$ cat src/rtl/eac_pkg.sv
package eac_pkg;
   localparam int WORD_W  = 16;
   localparam int CARRY_W = 2;

   // Bits required to hold a value up to and including max_v.
   function automatic int bits_for(input int max_v);
      int n;
      n = 1;
      while ((1 << n) <= max_v) n++;
      return n;
   endfunction
endpackage

$ cat src/rtl/eac_step.sv
// Combinational next-state for a single absorbed word.
module eac_step #(
   parameter int W  = eac_pkg::WORD_W,
   parameter int CW = eac_pkg::CARRY_W,
   localparam int XW = W + 1,
   localparam int SW = W + CW
) (
   input  logic [XW-1:0] x_i,
   input  logic [W-1:0]  y_i,
   input  logic [CW-1:0] c_i,
   input  logic [W-1:0]  word_i,
   output logic [XW-1:0] x_o,
   output logic [W-1:0]  y_o,
   output logic [CW-1:0] c_o
);
   // Upper bound of C + X + Y is (2^W - 1)*3 + 2.
   localparam int S_MAX_BITS = eac_pkg::bits_for(3);

   generate
      if (W < 2) begin : g_bad_width
         $error("eac_step: W must be at least 2");
      end
      if (CW < S_MAX_BITS) begin : g_bad_carry
         $error("eac_step: carry field too narrow for a three-way sum");
      end
   endgenerate

   logic [SW-1:0] sum;

   always_comb begin
      sum = {{(SW-XW){1'b0}}, x_i}
          + {{(SW-W){1'b0}}, y_i}
          + {{(SW-CW){1'b0}}, c_i};
      // The new X uses the Y value that was current before this step.
      x_o = {1'b0, y_i} + {1'b0, word_i};
      y_o = sum[W-1:0];
      c_o = sum[SW-1:W];
   end
endmodule

$ cat src/rtl/eac_regs.sv
// State registers with clear, load and hold.
module eac_regs #(
   parameter int W  = eac_pkg::WORD_W,
   parameter int CW = eac_pkg::CARRY_W,
   localparam int XW = W + 1
) (
   input  logic          clk,
   input  logic          rst_n,
   input  logic          clr_i,
   input  logic          load_i,
   input  logic [W-1:0]  word_i,
   input  logic [XW-1:0] x_nxt_i,
   input  logic [W-1:0]  y_nxt_i,
   input  logic [CW-1:0] c_nxt_i,
   output logic [XW-1:0] x_q,
   output logic [W-1:0]  y_q,
   output logic [CW-1:0] c_q
);
   always_ff @(posedge clk or negedge rst_n) begin
      if (!rst_n) begin
         x_q <= '0;
         y_q <= '0;
         c_q <= '0;
      end else if (clr_i) begin
         x_q <= '0;
         y_q <= '0;
         c_q <= '0;
      end else if (load_i) begin
         x_q <= x_nxt_i;
         y_q <= y_nxt_i;
         c_q <= c_nxt_i;
      end
   end

   assert_c_max_R5: assert property (@(posedge clk) disable iff (!rst_n)
      c_q <= CW'(2));

   assert_clear_R2: assert property (@(posedge clk) disable iff (!rst_n)
      clr_i |=> (x_q == '0 && y_q == '0 && c_q == '0));

   assert_hold_R3: assert property (@(posedge clk) disable iff (!rst_n)
      (!clr_i && !load_i) |=> ($stable(x_q) && $stable(y_q) && $stable(c_q)));

   assert_x_old_y_R4: assert property (@(posedge clk) disable iff (!rst_n)
      (load_i && !clr_i) |=> (x_q == ({1'b0, $past(y_q)} + {1'b0, $past(word_i)})));
endmodule

$ cat src/rtl/eac_done_ctl.sv
// Accept decode and end-of-message flag.
module eac_done_ctl (
   input  logic clk,
   input  logic rst_n,
   input  logic start_i,
   input  logic valid_i,
   input  logic last_i,
   output logic clr_o,
   output logic load_o,
   output logic done_o
);
   always_comb begin
      clr_o  = start_i;
      load_o = valid_i && !start_i;
   end

   always_ff @(posedge clk or negedge rst_n) begin
      if (!rst_n) done_o <= 1'b0;
      else        done_o <= valid_i && !start_i && last_i;
   end

   assert_done_cause_R7: assert property (@(posedge clk) disable iff (!rst_n)
      done_o |-> $past(valid_i && last_i && !start_i));

   assert_done_after_last_R7: assert property (@(posedge clk) disable iff (!rst_n)
      (valid_i && last_i && !start_i) |=> done_o);
endmodule

$ cat src/rtl/eac_fib_checksum.sv
module eac_fib_checksum #(
   parameter int W  = eac_pkg::WORD_W,
   parameter int CW = eac_pkg::CARRY_W,
   localparam int XW = W + 1
) (
   input  logic          clk,
   input  logic          rst_n,
   input  logic          start_i,
   input  logic          valid_i,
   input  logic [W-1:0]  data_i,
   input  logic          last_i,
   output logic          done_o,
   output logic [XW-1:0] sig_x_o,
   output logic [W-1:0]  sig_y_o,
   output logic [CW-1:0] sig_c_o
);
   logic          clr, load;
   logic [XW-1:0] x_q, x_nxt;
   logic [W-1:0]  y_q, y_nxt;
   logic [CW-1:0] c_q, c_nxt;

   eac_done_ctl u_ctl (
      .clk(clk), .rst_n(rst_n), .start_i(start_i), .valid_i(valid_i),
      .last_i(last_i), .clr_o(clr), .load_o(load), .done_o(done_o)
   );

   eac_step #(.W(W), .CW(CW)) u_step (
      .x_i(x_q), .y_i(y_q), .c_i(c_q), .word_i(data_i),
      .x_o(x_nxt), .y_o(y_nxt), .c_o(c_nxt)
   );

   eac_regs #(.W(W), .CW(CW)) u_regs (
      .clk(clk), .rst_n(rst_n), .clr_i(clr), .load_i(load), .word_i(data_i),
      .x_nxt_i(x_nxt), .y_nxt_i(y_nxt), .c_nxt_i(c_nxt),
      .x_q(x_q), .y_q(y_q), .c_q(c_q)
   );

   assign sig_x_o = x_q;
   assign sig_y_o = y_q;
   assign sig_c_o = c_q;

   assert_y_low_bits_R5: assert property (@(posedge clk) disable iff (!rst_n)
      (valid_i && !start_i) |=>
         ({sig_c_o, sig_y_o} ==
          ({{(CW-1){1'b0}}, $past(sig_x_o)} + {{CW{1'b0}}, $past(sig_y_o)}
           + {{W{1'b0}}, $past(sig_c_o)})));
endmodule

$ cat config.mk
export PLATFORM = sky130hd
export DESIGN_NAME = eac_fib_checksum
export DESIGN_NICKNAME = d
export VERILOG_FILES = /design/src/rtl/eac_pkg.sv /design/src/rtl/eac_step.sv /design/src/rtl/eac_regs.sv /design/src/rtl/eac_done_ctl.sv /design/src/rtl/eac_fib_checksum.sv
export SDC_FILE = /design/constraint.sdc
export NUM_CORES = 1
export LEC_CHECK = 0
export ABC_AREA = 1
export CAP_MARGIN = 5
export CORE_MARGIN = 5
export CORE_UTILIZATION = 49
export DETAILED_ROUTE_END_ITERATION = 8
export DONT_BUFFER_PORTS = 1
export HOLD_SLACK_MARGIN = 0.05
export MAX_ROUTING_LAYER = met4
export PLACE_DENSITY = 0.69
export SETUP_SLACK_MARGIN = 0.15
export SLEW_MARGIN = 20
export SYNTH_ARGS = -nofsm -noshare
export SYNTH_HDL_FRONTEND = slang
export SYNTH_SLANG_ARGS = --single-unit
$ cat constraint.sdc
create_clock -name clk -period 6.5 [get_ports clk]
set_input_delay 0.65 -clock clk [delete_from_list [all_inputs] [get_ports clk]]
set_output_delay 0.65 -clock clk [all_outputs]
set_load 0.02 [all_outputs]
==> metrics.txt <==
status finished, final reports clean; post-DP HPWL 6.94 mm; Hold Fails Final Rpt 0; nets@finish a little over 600; clk sinks 36; num rows 30; R2R Path Start u_regs.y_q[1]$_DFFE_PN0P_; P_leak 2.28 nW; Worst-Skew Late Latency approximately 0.29 ns; global-route wire length before repair 14.6 mm; worst reg2reg endpoint u_regs.c_q[1]$_DFFE_PN0P_; drt via density slightly above 5; Crit. Startpoint u_regs.y_q[1]$_DFFE_PN0P_; most common cell after layout, fill and taps aside nand2_1; xor/xnor cell area share of the yosys netlist 0%; crit path DAT 2.60 ns; Clock transition at path regs ~0.080 ns; drt pass-1 iters 4; Compound-Gate Fraction of Synth Area ~6.7%; via count between 3k and 4k; fillers about 700; Setup TNS 0 ns; combinational power share slightly below 30%; PortBufs 0; number of global-route vias before repair a little over 3k; Mapped Cells about 530; path depth of the worst reg2reg path 12; maxcap violations 0; DRT iter0 DRCs roughly 130; Cell Pwr Density between 150 and 200 mW/mm2; CTS Buf Count 5; sequential fraction of the synthesis area between 20% and 30%; mux cell area share after synthesis 0%; Area Overhead vs Synth 6.32%; actual slew at the worst max-slew pin 0.570 ns; Post-Synth Adder-Cell Area 19.3%; DR WL/cell ~14 um; die area 0.00872 mm2; share of layout cells above drive strength 1 under 10%; clock root cell clkbuf_8; Clock Power Share between 20% and 30%; # IOs 57; Synth Register Bits 36; global route overflow 0; final setup vio count 0; period utilization roughly 37%; area occupied by multi-input gates approximately 0.0022 mm2; Reg2Reg Setup Slack between 4 and 5 ns; Max Buffers Root-to-Sink 2; initial antenna violation count 0; switching portion of total power 39.8%; f_max about 0.41 GHz; Net Switching 0.000264 W; commonest non-fill, non-tap cells in the layout nand2_1, inv_1, ha_1; design area 0.00362 mm2; dpl cell area roughly 0.0035 mm2; Reg area around 900 um2; max-slew violations 0; Core Area about 0.0068 mm2; maximum fanout along the worst path 5; CTS tree yes; chip width 93.4 um; Fin Hold WS about 0.18 ns; skew final 0.0111 ns; Power Total about 0.00066 W; Cell variety after synth 26; antenna viol nets, final 0; Slew HR between 60% and 70%; DIE HEIGHT between 90 and 100 um; gpl congestion approximately 0.88; P_int 0.000400 W; initial core utilization roughly 50%; DRC 0; YS warnings 0; Hold WC Path Type in -> async; Overall Global Routing Usage a little over a fifth; CP endpoint kind flip-flop; Worst VDD drop about 0.11 mV; routed wire length 8.75 mm; Mapped Nets 600; post-route minimum period approximately 2.4 ns; crit path kind reg -> reg; Seq pwr share 44.5%; post-synthesis simple-gate area fraction a little under two fifths; largest net degree at the start of global routing 37; Critical Path RT 6.68 ns; RSZ-0062 raised after global routing no; H-tree Lvls 2; largest family of logic cells by synthesized area simple AND/OR/NAND/NOR gates; Avg Inst Size Synth 6.44 um2; Mapped Area roughly 0.0034 mm2; CP Launch Type flip-flop; diode count 0
## flip-flops by register name, summed over array words and instances, names as in the netlist
signal,count
u_regs.c_q,2
u_regs.y_q,16
u_regs.x_q,17
u_ctl.done_o,1
## stage by stage
step           worst slack (ns)  cells  util [%]
6_report                   4.08    630      53.3
5_1_grt                    3.92    630      53.3
4_1_cts                    4.08    630      53.3
3_5_place_dp               4.08    621      51.6
3_3_place_gp               4.13    621      51.6
2_1_floorplan              4.24    529         -
## synth_stat cells
| master | n | area (um2) |
|---|---|---|
| o21ai_1 | 2 | 10.0 |
| a211oi_1 | 1 | 7.51 |
| or2_1 | 3 | 18.8 |
| and2_1 | 2 | 12.5 |
| clkbuf_1 | 1 | 3.75 |
| inv_1 | 82 | 308 |
| nand3_2 | 1 | 10.0 |
| buf_2 | 3 | 15.0 |
| a22o_1 | 3 | 26.3 |
| ha_1 | 46 | 576 |
| buf_4 | 1 | 7.51 |
| dfrtp_1 | 36 | 901 |
| nand2_2 | 3 | 18.8 |
| nand4_1 | 2 | 12.5 |
| nor3_1 | 7 | 35.0 |
| inv_2 | 1 | 3.75 |
| nand3b_1 | 5 | 37.5 |
| nor2_2 | 1 | 6.26 |
| a21oi_1 | 21 | 105 |
| o21ai_0 | 14 | 70.1 |
| a21o_1 | 1 | 7.51 |
| nand2_1 | 224 | 841 |
| fa_1 | 4 | 80.1 |
| nand3_1 | 34 | 170 |
| nor2_1 | 30 | 113 |
| and2_4 | 1 | 8.76 |
## kinds of logic (layout without fill, tap and decap cells)
kind of cell	after synthesis	after routing
and+or+nand+nor	313	313
buffers and inverters	88	93
adders and majority gates	50	50
AOI/OAI and AO/OA	42	42
DFF	36	36
## layer usage
| metal | global-route usage, % | wire (um) |
|---|---|---|
| met5 | - | 0 |
| met3 | 5.07 | 623 |
| met1 | 26.9 | 3910 |
| met4 | 7.08 | 214 |
| met2 | 34.9 | 4000 |
## worst max path at each step
| stage | end | cells past startpoint |
|---|---|---|
| floorplan | u_regs.y_q[5]$_DFFE_PN0P_ | 9 |
| global placement | u_regs.y_q[15]$_DFFE_PN0P_ | 11 |
| detailed placement | u_regs.c_q[1]$_DFFE_PN0P_ | 12 |
| CTS | u_regs.c_q[1]$_DFFE_PN0P_ | 12 |
| global route | u_regs.y_q[11]$_DFFE_PN0P_ | 11 |
| finish | u_regs.c_q[1]$_DFFE_PN0P_ | 12 |
## critical path, stage by stage (launching register included)
cell and delay (ns):
dfrtp_1 0.54, fa_1 0.48, ha_1 0.24, fa_1 0.38
nand2_1 0.10, nand2_1 0.08, and2_4 0.15, nand2_2 0.05
nand2_2 0.05, nand3_1 0.07, nand2_1 0.06, nand2_1 0.06
nand2_1 0.06
## area by class of cell
cell class,instances,share of cell area (%)
Inverter,83,8.61
Multi-Input combinational cell,405,59.8
Clock buffer,7,2.39
Sequential cell,36,24.9
Timing Repair Buffer,2,0.760
Tap cell,96,3.32
Clock inverter,1,0.207
## power groups by stage
stage / Combinational, W / Clock, W / Sequential, W
final: 0.000197 / 0.000171 / 0.000295
after floorplan: 0.000151 / 0 / 0.000289
after detailed placement: 0.000190 / 0 / 0.000301
after global placement: 0.000186 / 0 / 0.000301
after CTS: 0.000198 / 0.000177 / 0.000297
after global routing: 0.000230 / 0.000185 / 0.000299
## what timing repair did
action | 4_1_cts | 5_1_grt
endpoints found under the hold margin | 36 | 0
hold buffers | 1 | 0
gates resized for setup | 0 | 0
setup buffers | 0 | 0
setup endpoints to repair | 0 | 0
(Power assumes the default switching activity.)
